[src/rtl/lcdt_pkg.sv]
package lcdt_pkg;
  // control word bit positions
  localparam int CTL_EN  = 0;
  localparam int CTL_PWR = 11;
  // polarity word bit positions
  localparam int POL_VS  = 11;
  localparam int POL_HS  = 12;
  localparam int POL_PCK = 13;
  localparam int POL_DE  = 14;
  // active width is stored in units of this many pixels
  localparam int H_GRP_SHIFT = 4;
endpackage

[src/rtl/lcdt_decode.sv]
module lcdt_decode #(
  parameter int W = 12
) (
  input  logic [31:0]  h_word,
  input  logic [31:0]  v_word,
  output logic [W-1:0] h_sync_end,
  output logic [W-1:0] h_act_start,
  output logic [W-1:0] h_act_end,
  output logic [W-1:0] h_total,
  output logic [W-1:0] v_sync_end,
  output logic [W-1:0] v_act_start,
  output logic [W-1:0] v_act_end,
  output logic [W-1:0] v_total,
  output logic [W-1:0] v_eof_line
);
  import lcdt_pkg::*;

  logic [W-1:0] hsw, hbp, hact, hfp;
  logic [W-1:0] vsw, vbp, vact, vfp;
  logic         unused_lo;

  assign unused_lo = ^h_word[1:0];

  // horizontal lengths: all stored minus one, width in pixel groups
  assign hsw  = W'(h_word[15:8])  + W'(1);
  assign hfp  = W'(h_word[23:16]) + W'(1);
  assign hbp  = W'(h_word[31:24]) + W'(1);
  assign hact = (W'(h_word[7:2]) + W'(1)) << H_GRP_SHIFT;

  // vertical: sync and active biased, porches literal
  assign vact = W'(v_word[9:0])   + W'(1);
  assign vsw  = W'(v_word[15:10]) + W'(1);
  assign vfp  = W'(v_word[23:16]);
  assign vbp  = W'(v_word[31:24]);

  assign h_sync_end  = hsw;
  assign h_act_start = hsw + hbp;
  assign h_act_end   = h_act_start + hact;
  assign h_total     = h_act_end + hfp;

  assign v_sync_end  = vsw;
  assign v_act_start = vsw + vbp;
  assign v_act_end   = v_act_start + vact;
  assign v_total     = v_act_end + vfp;

  // with no front porch the porch "begins" at the wrap to line 0
  assign v_eof_line  = (vfp == '0) ? '0 : v_act_end;
endmodule

[src/rtl/lcdt_axis.sv]
module lcdt_axis #(
  parameter int W = 12
) (
  input  logic         clk,
  input  logic         rst_n,
  input  logic         clr,
  input  logic         step,
  input  logic [W-1:0] sync_end,
  input  logic [W-1:0] act_start,
  input  logic [W-1:0] act_end,
  input  logic [W-1:0] total,
  output logic [W-1:0] cnt,
  output logic [W-1:0] nxt,
  output logic         last,
  output logic         in_sync,
  output logic         in_act
);
  assign last    = (cnt == total - W'(1));
  assign nxt     = last ? '0 : cnt + W'(1);
  assign in_sync = (cnt < sync_end);
  assign in_act  = (cnt >= act_start) && (cnt < act_end);

  always_ff @(posedge clk or negedge rst_n) begin
    if (!rst_n)      cnt <= '0;
    else if (clr)    cnt <= '0;
    else if (step)   cnt <= nxt;
  end


  stall_hold_chk: assert property (@(posedge clk) disable iff (!rst_n)
    (!step && !clr) |=> $stable(cnt));


  cnt_range_chk: assert property (@(posedge clk) disable iff (!rst_n)
    cnt < total);
endmodule

[src/rtl/lcd_raster_timing.sv]
module lcd_raster_timing #(
  parameter int CNT_W = 12
) (
  input  logic             clk,
  input  logic             rst_n,
  input  logic             pix_ce,
  input  logic [31:0]      h_word,
  input  logic [31:0]      v_word,
  input  logic [31:0]      pol_word,
  input  logic [15:0]      ctrl_word,
  output logic             hsync,
  output logic             vsync,
  output logic             de,
  output logic [CNT_W-1:0] pix_x,
  output logic [CNT_W-1:0] line_y,
  output logic             sof,
  output logic             eof,
  output logic             panel_pwr,
  output logic             pclk_inv
);
  import lcdt_pkg::*;

  logic en;
  logic [31:0] h_q, v_q;
  logic hs_inv_q, vs_inv_q, de_inv_q, pc_inv_q;
  logic unused_cfg;

  logic [CNT_W-1:0] h_se, h_as, h_ae, h_tot;
  logic [CNT_W-1:0] v_se, v_as, v_ae, v_tot, v_eof_line;
  logic [CNT_W-1:0] h_cnt, h_nxt, v_cnt, v_nxt;
  logic h_last, v_last, h_in_sync, h_in_act, v_in_sync, v_in_act;
  logic h_step, v_step, wrap_ld, load;
  logic sof_q, eof_q, sof_d, eof_d;
  logic hs_raw, vs_raw, de_raw;

  assign en = ctrl_word[CTL_EN];
  assign unused_cfg = ^{pol_word[31:15], pol_word[10:0],
                        ctrl_word[15:12], ctrl_word[10:1]};

  assign h_step  = en & pix_ce;
  assign v_step  = h_step & h_last;
  assign wrap_ld = v_step & v_last;
  assign load    = !en | wrap_ld;

  // shadow copies: reload only at a frame wrap or while idle
  always_ff @(posedge clk or negedge rst_n) begin
    if (!rst_n) begin
      h_q <= '0; v_q <= '0;
      hs_inv_q <= 1'b0; vs_inv_q <= 1'b0; de_inv_q <= 1'b0; pc_inv_q <= 1'b0;
    end else if (load) begin
      h_q <= h_word; v_q <= v_word;
      hs_inv_q <= pol_word[POL_HS];
      vs_inv_q <= pol_word[POL_VS];
      de_inv_q <= pol_word[POL_DE];
      pc_inv_q <= pol_word[POL_PCK];
    end
  end

  lcdt_decode #(.W(CNT_W)) u_dec (
    .h_word(h_q), .v_word(v_q),
    .h_sync_end(h_se), .h_act_start(h_as), .h_act_end(h_ae), .h_total(h_tot),
    .v_sync_end(v_se), .v_act_start(v_as), .v_act_end(v_ae), .v_total(v_tot),
    .v_eof_line(v_eof_line)
  );

  lcdt_axis #(.W(CNT_W)) u_hax (
    .clk(clk), .rst_n(rst_n), .clr(!en), .step(h_step),
    .sync_end(h_se), .act_start(h_as), .act_end(h_ae), .total(h_tot),
    .cnt(h_cnt), .nxt(h_nxt), .last(h_last),
    .in_sync(h_in_sync), .in_act(h_in_act)
  );

  lcdt_axis #(.W(CNT_W)) u_vax (
    .clk(clk), .rst_n(rst_n), .clr(!en), .step(v_step),
    .sync_end(v_se), .act_start(v_as), .act_end(v_ae), .total(v_tot),
    .cnt(v_cnt), .nxt(v_nxt), .last(v_last),
    .in_sync(v_in_sync), .in_act(v_in_act)
  );

  // frame markers, registered so they align with the new line value
  assign sof_d = v_step && (v_nxt == v_as);
  assign eof_d = v_step && (v_nxt == v_eof_line);

  always_ff @(posedge clk or negedge rst_n) begin
    if (!rst_n) begin
      sof_q <= 1'b0; eof_q <= 1'b0;
    end else begin
      sof_q <= sof_d; eof_q <= eof_d;
    end
  end

  assign hs_raw = en & h_in_sync;
  assign vs_raw = en & v_in_sync;
  assign de_raw = en & h_in_act & v_in_act;

  assign hsync     = hs_raw ^ hs_inv_q;
  assign vsync     = vs_raw ^ vs_inv_q;
  assign de        = de_raw ^ de_inv_q;
  assign pclk_inv  = pc_inv_q;
  assign sof       = en & sof_q;
  assign eof       = en & eof_q;
  assign panel_pwr = en & ctrl_word[CTL_PWR];
  assign pix_x     = h_cnt;
  assign line_y    = v_cnt;


  idle_zero_chk: assert property (@(posedge clk) disable iff (!rst_n)
    !en |=> (pix_x == '0 && line_y == '0));


  shadow_hold_chk: assert property (@(posedge clk) disable iff (!rst_n)
    (en && !wrap_ld) |=> ($stable(h_q) && $stable(v_q)));


  sof_line_chk: assert property (@(posedge clk) disable iff (!rst_n)
    sof |-> (line_y == v_as && pix_x == '0));


  pulse_excl_chk: assert property (@(posedge clk) disable iff (!rst_n)
    !(sof && eof));


  de_blank_chk: assert property (@(posedge clk) disable iff (!rst_n)
    de_raw |-> (!hs_raw && !vs_raw));
endmodule

[config.mk]
export PLATFORM = sky130hd
export DESIGN_NAME = lcd_raster_timing
export DESIGN_NICKNAME = d
export VERILOG_FILES = /design/src/rtl/lcdt_pkg.sv /design/src/rtl/lcdt_decode.sv /design/src/rtl/lcdt_axis.sv /design/src/rtl/lcd_raster_timing.sv
export SDC_FILE = /design/constraint.sdc
export NUM_CORES = 1
export LEC_CHECK = 0
export BUFFER_PORTS_ARGS = -buffer_cell sky130_fd_sc_hd__buf_2
export CORE_MARGIN = 1.5
export CORE_UTILIZATION = 25
export DETAILED_ROUTE_END_ITERATION = 16
export HOLD_SLACK_MARGIN = 0.08
export PLACE_DENSITY = 0.5
export SYNTH_ARGS = -nofsm -noshare
export SYNTH_HDL_FRONTEND = slang
export SYNTH_SLANG_ARGS = --single-unit
export TNS_END_PERCENT = 10
[constraint.sdc]
create_clock -name clk -period 7.5 [get_ports clk]
set_input_delay 0.375 -clock clk [delete_from_list [all_inputs] [get_ports clk]]
set_output_delay 0.375 -clock clk [all_outputs]
set_load 0.03 [all_outputs]
## Word-level counts from Yosys, hierarchy flattened

Cells that the tools add are included.

- Add/subtract/negate cells: 16
- Magnitude comparators: 6
- Eq/ne operators: 6
- Mux-type cells: 7
- Bitwise logic cells: 14
- Reductions and logical operators: 6

Operator list:

| kind | count |
|---|---|
| two-way mux 12 bit | 7 |
| adder 12 bit | 4 |
| equality test 12 bit | 4 |
| adder 8 x 1 -> 9 bit (second input constant) | 3 |
| adder 12 x 1 -> 12 bit (second input constant) | 2 |
| adder 12 x 8 -> 12 bit | 2 |
| >= comparator 12 bit | 2 |
| less-than comparator 12 bit | 2 |
| subtractor 12 x 1 -> 12 bit (second input constant) | 2 |
| adder 6 x 1 -> 7 bit (second input constant) | 2 |
| logical NOT 12 bit | 1 |
| less-than comparator 12 x 7 -> 1 bit | 1 |
| less-than comparator 12 x 9 -> 1 bit | 1 |
| adder 10 x 1 -> 11 bit (second input constant) | 1 |
| AND 1 bit | 10 |
| logical AND 1 bit | 4 |
| inequality test 2 x 1 -> 1 bit (second input constant) | 2 |
| bitwise XOR 1 bit | 3 |
| logical NOT 1 bit | 1 |
| OR 1 bit | 1 |

- Bits in registers: 94
- Output and inout bits: 31
- Logic and storage cells: 65

## Logic depth before layout (Yosys ltp)

Gate-level depths: netlist of the first run.

- Depth in word-level cells: 9
- Depth in mapped cells: 31

## By module

From an unflattened synthesis of the first run, not the netlist that was laid out.

- Cells, all modules: 1,085
- Area total of the unflattened synthesis: 9,710.6 sq um

Modules (own cells, without submodules):

| module | times used | cells an instance | area an instance (sq um) | seq. area each (sq um) |
|---|---|---|---|---|
| lcdt_axis | 2 | 286 | 2,100.8 | 300.3 |
| lcd_raster_timing | 1 | 194 | 3,026.7 | 1,751.7 |
| lcdt_decode | 1 | 319 | 2,482.4 | 0.0 |

## Worst setup path after synthesis of the first run

No wires, ideal clock.

- Kind: register to register
- Start: register v_q[10]
- End: register h_q[14]
- Data arrival time: 6,343 ps
- Required time: 7,372 ps
- Setup slack: 1,030 ps
- Cell stages (with the launch flop): 30
- Buffers on the path: 2
- Period minus slack after synthesis: 6,470 ps
- Cell sequence: dfrtp_1 -> ha_1 -> xor2_1 -> ha_1 -> nor2b_1 -> o21ai_0 -> nand2_1 -> xnor2_1 -> inv_1 -> ha_1 -> a21o_1 -> a31oi_1 -> nand2_1 -> a21o_1 -> a21oi_1 -> xor2_1 -> xor2_1 -> ha_1 -> a2111oi_0 -> o21ai_1 -> a31oi_1 -> xnor2_1 -> xnor3_1 -> or4_4 -> nor2_1 -> nand2_1 -> o21ai_1 -> buf_4 -> buf_4 -> mux2_1

- Cells in the longest elaborated chain, start to end: 8

RTL lines:

| item | RTL line | RTL |
|---|---|---|
| start: declaration | lcd_raster_timing.sv:24 | `logic [31:0] h_q, v_q;` |
| start signal: assignment | lcd_raster_timing.sv:51 | `h_q <= h_word; v_q <= v_word;` |
| adder 6 x 1 -> 7 bit | lcdt_decode.sv:32 | `assign vsw = W'(v_word[15:10]) + W'(1);` |
| adder 12 x 8 -> 12 bit | lcdt_decode.sv:42 | `assign v_act_start = vsw + vbp;` |
| adder 12 bit | lcdt_decode.sv:43 | `assign v_act_end = v_act_start + vact;` |
| adder 12 x 8 -> 12 bit | lcdt_decode.sv:44 | `assign v_total = v_act_end + vfp;` |
| subtractor 12 x 1 -> 12 bit | lcdt_axis.sv:18 | `assign last = (cnt == total - W'(1));` |
| equality test 12 bit | lcdt_axis.sv:18 |  |
| AND 1 bit | lcd_raster_timing.sv:42 | `assign wrap_ld = v_step & v_last;` |
| OR 1 bit | lcd_raster_timing.sv:43 | `assign load = !en \| wrap_ld;` |
| end signal: assignment | lcd_raster_timing.sv:51 |  |
| end: declaration | lcd_raster_timing.sv:24 |  |

No other way between the ends.
A chain may end at the register's enable or synchronous reset.

## Final worst setup path of the first run

- Start: register v_q[10]
- End: register v_q[21]

- Cells in the longest elaborated chain, start to end: 8

RTL lines:

| item | RTL line |
|---|---|
| adder 6 x 1 -> 7 bit | lcdt_decode.sv:32 |
| adder 12 x 8 -> 12 bit | lcdt_decode.sv:42 |
| adder 12 bit | lcdt_decode.sv:43 |
| adder 12 x 8 -> 12 bit | lcdt_decode.sv:44 |
| subtractor 12 x 1 -> 12 bit | lcdt_axis.sv:18 |
| equality test 12 bit | lcdt_axis.sv:18 |
| AND 1 bit | lcd_raster_timing.sv:42 |
| OR 1 bit | lcd_raster_timing.sv:43 |

No other way between the ends.

==> impl_results.md, run 1 <==
* Status: finished clean
* Initial Util at 0.254
* Post-synthesis sequential area ratio at 0.256
* CTS root buffer: clkbuf_16
* Layout net count at 1350
* Die area at 37100 um2
* Ys flop type: dfrtp_1
* Num Clock Sinks at 92
* Final hold viol count at 0
* Final setup vio count at 0
* Area of the multi-input gates at 6220 um2
* CTS tree: done
* EDFF count, synth at 0
* Die span in y at 193 um
* 1st-iter DRT viols at 276
* All-Layer GR Usage at 0.134
* Floorplan core area at 35500 um2
* Via count at 7386
* Sequential Power Share at 0.154
* Filler instances at 3793
* Post-synthesis mux area share at 0.0848
* CP max stage delay at 450 ps
* Leak Pwr at 0.00505 uW
* FFs w/ async S/R, synth at 1.00
* XOR/XNOR share of the synthesized area at 0.120
* First-pass GRT wire length at 38100 um
* Die span in x at 193 um
* Peak VDD IR at 0.166 mV
* Syn Nets at 1241
* Total gr overflow at 0
* Critical path class: reg2reg
* Via density per instance at 4.69
* Yosys reg bits at 92
* Yosys warnings at 0
* Yosys cell types at 71
* Crit path max fanout at 25
* Relative slew slack at 0.455
* DR pass1 iterations at 5
* Hold path depth at 2
* Post-synthesis adder-cell area fraction at 0.184
* P_int at 2000 uW
* Area grow syn2layout at 16.8%
* Most frequent CP cell: ha_1
* R2R cell count at 28
* Total wire length at 23900 um
* Slew Limit Fails at 0
* Tmin final at 6940 ps
* Worst skew pair latency at 380 ps
* Data arrival, critical path at 7210 ps
* Final worst-path cycle share at 0.926
* Routed length per placed instance at 15.2 um
* Setup tns final at 0 ps
* Num rows at 69
* Power Dens Cells at 355 nW/um2
* Worst Clk Skew at 11.0 ps
* Final Util at 0.296
* Top cells by area in the synthesized netlist: dfrtp_1 26%, ha_1 17%, mux2_1 8.3%, xnor2_1 7.6%, inv_1 4.3%
* Vias in the first global route at 7232
* Synth top area share at 0.256
* Clock power share at 0.123
* Longest Clk Path Bufs at 2
* Sequential cell area at 2300 um2
* Switching Share at 0.466
* Worst Path Required at 7760 ps
* Slew @ Worst Pin at 817 ps
* Startpoint types: flip-flop
* Cell Count, Final, Fillers Out at 1574
* Residual DRC count at 0
* Simple-gate share of the synthesized area at 0.143
* Largest area contributor in the netlist: dfrtp_1
* Mapped cell area at 9000 um2
* Inserted Diodes at 0
* Post-DP HPWL at 19200 um
* Compound-Gate Fraction of Synth Area at 0.152
* Initial antenna violation count at 0
* Post-Syn Instances at 999
* Max Cap Viol at 0
* Net Switching at 1740 uW
* Syn avg cell area at 9.01 um2
* Cells after DPL at 1554
* Main combinational cell family by area after synthesis: adder cells
* RSZ-0062 raised after global routing: no
* CP max-delay cell: xor2_1
* Gpl congestion at 0.826
* Htree depth at 3
* Element type at the critical path end: flip-flop
* I/O pins at 146
* Share of cells above drive strength 1 at 0.140
* Largest net degree at the start of global routing at 48
* Post-DRT Antenna Nets at 0
* Number of port buffers at 101
* Hold WC Path Type: in2reg
* Reg2Reg Setup Slack at 560 ps
* FMAX at 144 MHz
* Reg clk slew, reported paths at 70 ps
* CTS buffer count at 9
* Combinational share of power at 0.723
-- layout make-up --
cell class | instances | share of cell area
clock buffers | 10 | 0.0218
clock inverters | 6 | 0.00441
inverters | 104 | 0.0372
multi-input cells | 777 | 0.592
flip-flops and latches | 92 | 0.219
well taps | 461 | 0.0549
repair buffers | 124 | 0.0710
-- routing by layer --
layer	track usage	vias up	wire, um
met4	0.0403	0	370
li1	-	3722	-
met3	0.0240	26	753
met1	0.170	3522	11400
met5	0	-	0
met2	0.230	116	11400
-- logic make-up after synthesis --
logic type | after synthesis
and+or+nand+nor | 242
AOI/OAI and AO/OA | 218
buffers and inverters | 131
adders and majority gates | 129
xor gates and xnor gates | 119
DFF | 92
muxes | 68
-- path summary, 6_finish.rpt --
path                                 to       from
max in group asynchronous       v_q[14]      rst_n
max                             v_q[21]    v_q[10]
max reg2reg                     v_q[21]    v_q[10]
min                              v_q[8]  v_word[8]
min in group asynchronous  u_hax.cnt[2]      rst_n
min reg2reg                    pclk_inv   pclk_inv
-- critical path, delay by kind of cell, from the launching register on --
family | cells | cell delay [ps]
buf+inv | 2 | 400
flops | 1 | 430
xor+xnor | 4 | 1130
mux | 1 | 340
compound gates | 11 | 2440
fa+ha+maj | 4 | 1250
simple gates | 6 | 800
-- synthesized netlist by cell type, types with 10 or more instances --
master    number
nand2b_1      25
and2_1        10
o21ai_1       17
nand3_1       39
xor2_1        38
o21a_1        11
a21o_1        34
o21ai_0       44
dfrtp_1       92
nor2b_1       10
mux2_1        66
ha_1         121
xnor2_1       78
nor2_1        42
and3_1        20
nand2_1       45
nor3_1        14
inv_1        104
clkbuf_1      16
a21oi_1       58
-- registers in the layout, summed over array words and instances (netlist names) --
name and count:
hs_inv_q 1, eof_q 1, pclk_inv 1, de_inv_q 1
v_q 32, u_vax.cnt 12, sof_q 1, vs_inv_q 1
u_hax.cnt 12, h_q 30
-- layout by cell type, fill, tap and decap left out, types with 4 or more instances in the layout --
cell type,synthesis,final
ha_1,121,121
dfrtp_1,92,92
o21a_1,11,11
and3_1,20,20
nand2b_1,25,25
o21bai_1,7,7
clkbuf_16,0,9
nor2_1,42,42
buf_2,3,100
o21ai_0,44,44
nand3_1,39,39
nor2b_1,10,10
o21ai_1,17,16
inv_1,104,104
a21oi_1,58,58
buf_4,5,18
or3_1,4,4
xor2_1,38,37
a21o_1,34,34
nand2_1,45,45
and2_1,10,10
nor3_1,14,14
fa_1,6,6
xnor2_1,78,78
a31oi_1,6,5
a211oi_1,5,5
buf_12,0,5
nor4_1,5,5
mux2_1,66,66
nand4_1,6,6
-- stage by stage --
stage	hold slack [ps]	worst slack (ps)	cell area [um2]	total power, uW
6_report	203	555	10500	3730
5_1_grt	197	48.3	10500	4120
4_1_cts	184	92.5	10500	3730
3_3_place_gp	428	316	10200	3190
3_5_place_dp	432	203	10200	3230
2_1_floorplan	79.4	1030	9000	2670
-- power groups by stage --
stage / clock [uW] / combinational [uW] / sequential [uW]
after floorplan: 0 / 2090 / 574
after global placement: 0 / 2610 / 587
after detailed placement: 0 / 2640 / 588
after CTS: 485 / 2670 / 578
after global routing: 497 / 3040 / 585
final: 460 / 2700 / 576
-- timing repair --
action / CTS / global route
hold buffers: 1 / 0
resized for setup: 0 / 5
hold endpoints to repair: 45 / 0
setup endpoints to repair: 0 / 78
setup buffers: 0 / 2
Note: power is estimated with default switching activity, not from simulation.
==> inputs of run 2 (changes only) <==
Settings changed: PLACE_DENSITY 0.5 to default, PLACE_DENSITY_LB_ADDON from default to 0.2.
==> run 2 against run 1 <==
Global-route usage is 0.29 points higher. Design area is 0.12% higher. Via count is 0.58% lower. Largest power group unchanged. First-iteration DRC count is 18% higher. Total power is 1.2% higher. Maximum frequency is 1.3% lower.
==> impl_results.md, run 2 (synthesis gave the netlist of run 1 again) <==
* Sequential Power Share at 0.152 (was 0.154)
* Final setup vio count at 0 (unchanged)
* Final worst-path cycle share at 0.938 (was 0.926)
* Worst skew pair latency at 370 ps (was 380 ps)
* Total gr overflow at 0 (unchanged)
* 1st-iter DRT viols at 326 (was 276)
* Crit path max fanout at 12 (was 25)
* Crit path depth at 29 (was 28)
* CP max stage delay at 510 ps (was 450 ps)
* WP buf/inv at 3 (was 2)
* Switching Share at 0.452 (was 0.466)
* Num rows at 69 (unchanged)
* Peak VDD IR at 0.210 mV (was 0.166 mV)
* CP top delay family: compound AO/OA/AOI/OAI gates (unchanged)
* Hold path depth at 2 (unchanged)
* All-Layer GR Usage at 0.137 (was 0.134)
* Residual DRC count at 0 (unchanged)
* Vias in the first global route at 7169 (was 7232)
* DR pass1 iterations at 5 (unchanged)
* Hold WS at 211 ps (was 203 ps)
* Initial Util at 0.254 (unchanged)
* R2R cell count at 29 (was 28)
* Most frequent CP cell: ha_1 (unchanged)
* Tmin final at 7030 ps (was 6940 ps)
* CTS buffer count at 9 (unchanged)
* P_int at 2070 uW (was 2000 uW)
* Die area at 37100 um2 (unchanged)
* Routed length per placed instance at 15.4 um (was 15.2 um)
* Die span in x at 193 um (unchanged)
* Clock power share at 0.135 (was 0.123)
* Post-DRT Antenna Nets at 0 (unchanged)
* Top Registers: v_q: 32 flops, h_q: 30 flops (unchanged)
* FMAX at 142 MHz (was 144 MHz)
* Die span in y at 193 um (unchanged)
* Net Switching at 1710 uW (was 1740 uW)
* Longest Clk Path Bufs at 2 (unchanged)
* CTS root buffer: clkbuf_16 (unchanged)
* First-pass GRT wire length at 38800 um (was 38100 um)
* Worst Path Required at 7810 ps (was 7760 ps)
* Number of port buffers at 101 (unchanged)
* Final hold viol count at 0 (unchanged)
* Layout net count at 1356 (was 1350)
* Initial antenna violation count at 0 (unchanged)
* I/O pins at 146 (unchanged)
* Slew @ Worst Pin at 930 ps (was 817 ps)
* Largest net degree at the start of global routing at 67 (was 48)
* Post-DP HPWL at 19600 um (was 19200 um)
* Combinational share of power at 0.713 (was 0.723)
* Htree depth at 3 (unchanged)
* Via density per instance at 4.65 (was 4.69)
* Hold WC Path Type: in2reg (unchanged)
* Worst Clk Skew at 12.8 ps (was 11.0 ps)
* CP max-delay cell: or4_1 (was xor2_1)
* Share of cells above drive strength 1 at 0.143 (was 0.140)
* Max reg flops at 32 (unchanged)
* Total wire length at 24300 um (was 23900 um)
* Relative slew slack at 0.380 (was 0.455)
* RSZ-0062 raised after global routing: no (unchanged)
* CTS tree: done (unchanged)
* Max Cap Viol at 0 (unchanged)
* Commonest non-fill, non-tap cell in the layout: ha_1 (unchanged)
* Setup tns final at 0 ps (unchanged)
* Via count at 7343 (was 7386)
* Slew Limit Fails at 0 (unchanged)
* Reg clk slew, reported paths at 70 ps (about the same)
* Status: finished clean (unchanged)
* Data arrival, critical path at 7340 ps (was 7210 ps)
* Area grow syn2layout at 16.9% (was 16.8%)
* Power Dens Cells at 359 nW/um2 (was 355 nW/um2)
* Biggest register: v_q (unchanged)
* Floorplan core area at 35500 um2 (unchanged)
* Startpoint types: flip-flop (unchanged)
* Filler instances at 3813 (was 3793)
* Commonest non-fill, non-tap cells in the layout: 121 x ha_1, 104 x inv_1, 100 x buf_2 (unchanged)
* Inserted Diodes at 0 (unchanged)
* Gpl congestion at 0.848 (was 0.826)
* Critical path class: reg2reg (unchanged)
* Element type at the critical path end: flip-flop (unchanged)
* Num Clock Sinks at 92 (unchanged)
* Leak Pwr at 0.00509 uW (was 0.00505 uW)
## run 2: repair_timing
item | CTS | global route
setup buffers | 0 | 4
hold endpoints to repair | 26 | 0
endpoints found under the setup margin | 0 | 79
hold buffers | 1 | 0
gates resized for setup | 0 | 2
## run 2: area by class of cell
type	count	area (um2)	area share
tap	461	577	0.0548
clock buffer	11	253	0.0240
clock inverter	5	65.1	0.00618
inverter	104	390	0.0371
sequential	92	2300	0.219
timing repair buffer	131	748	0.0711
multi-input combinational	776	6180	0.588
## run 2: final timing paths
path                                      to          from  slack, ps
worst max-delay path                   sof_q       v_q[10]        470
worst min-delay path                pclk_inv  pol_word[13]        210
worst max register to register         sof_q       v_q[10]        470
worst min register to register      pclk_inv      pclk_inv        480
max in group asynchronous            v_q[17]         rst_n       5790
min in group asynchronous       u_hax.cnt[0]         rst_n        450
## run 2: metal layers
layer	track usage	share of wire
met4	0.0367	0.014
met2	0.233	0.47
met1	0.178	0.48
met5	0	0
met3	0.0229	0.031
## run 2: worst reg2reg max path, delay by kind of cell, from the launching register on
kind            cells  cell delay (ps)
compound gates     10             2160
buf+inv             3              570
xor+xnor            4             1090
simple gates        8             1520
fa+ha+maj           4             1200
flops               1              430
## run 2: stage by stage
| step | util | instance area, um2 | setup WS (ps) | power, uW | instances |
|---|---|---|---|---|---|
| CTS | 0.295 | 10500 | 249 | 3800 | 1576 |
| global route | 0.296 | 10500 | 4.27 | 4170 | 1580 |
| finish | 0.296 | 10500 | 466 | 3780 | 1580 |
| global placement | 0.286 | 10200 | 300 | 3250 | 1559 |
| floorplan | - | 9000 | 1030 | 2670 | 999 |
| detailed placement | 0.286 | 10200 | 288 | 3260 | 1559 |
## run 2: power groups by stage
stage | combinational [uW] | sequential [uW] | clock (uW)
2_1_floorplan | 2090 | 574 | 0
3_3_place_gp | 2660 | 585 | 0
3_5_place_dp | 2670 | 587 | 0
4_1_cts | 2690 | 577 | 534
5_1_grt | 3030 | 584 | 553
6_report | 2690 | 576 | 510
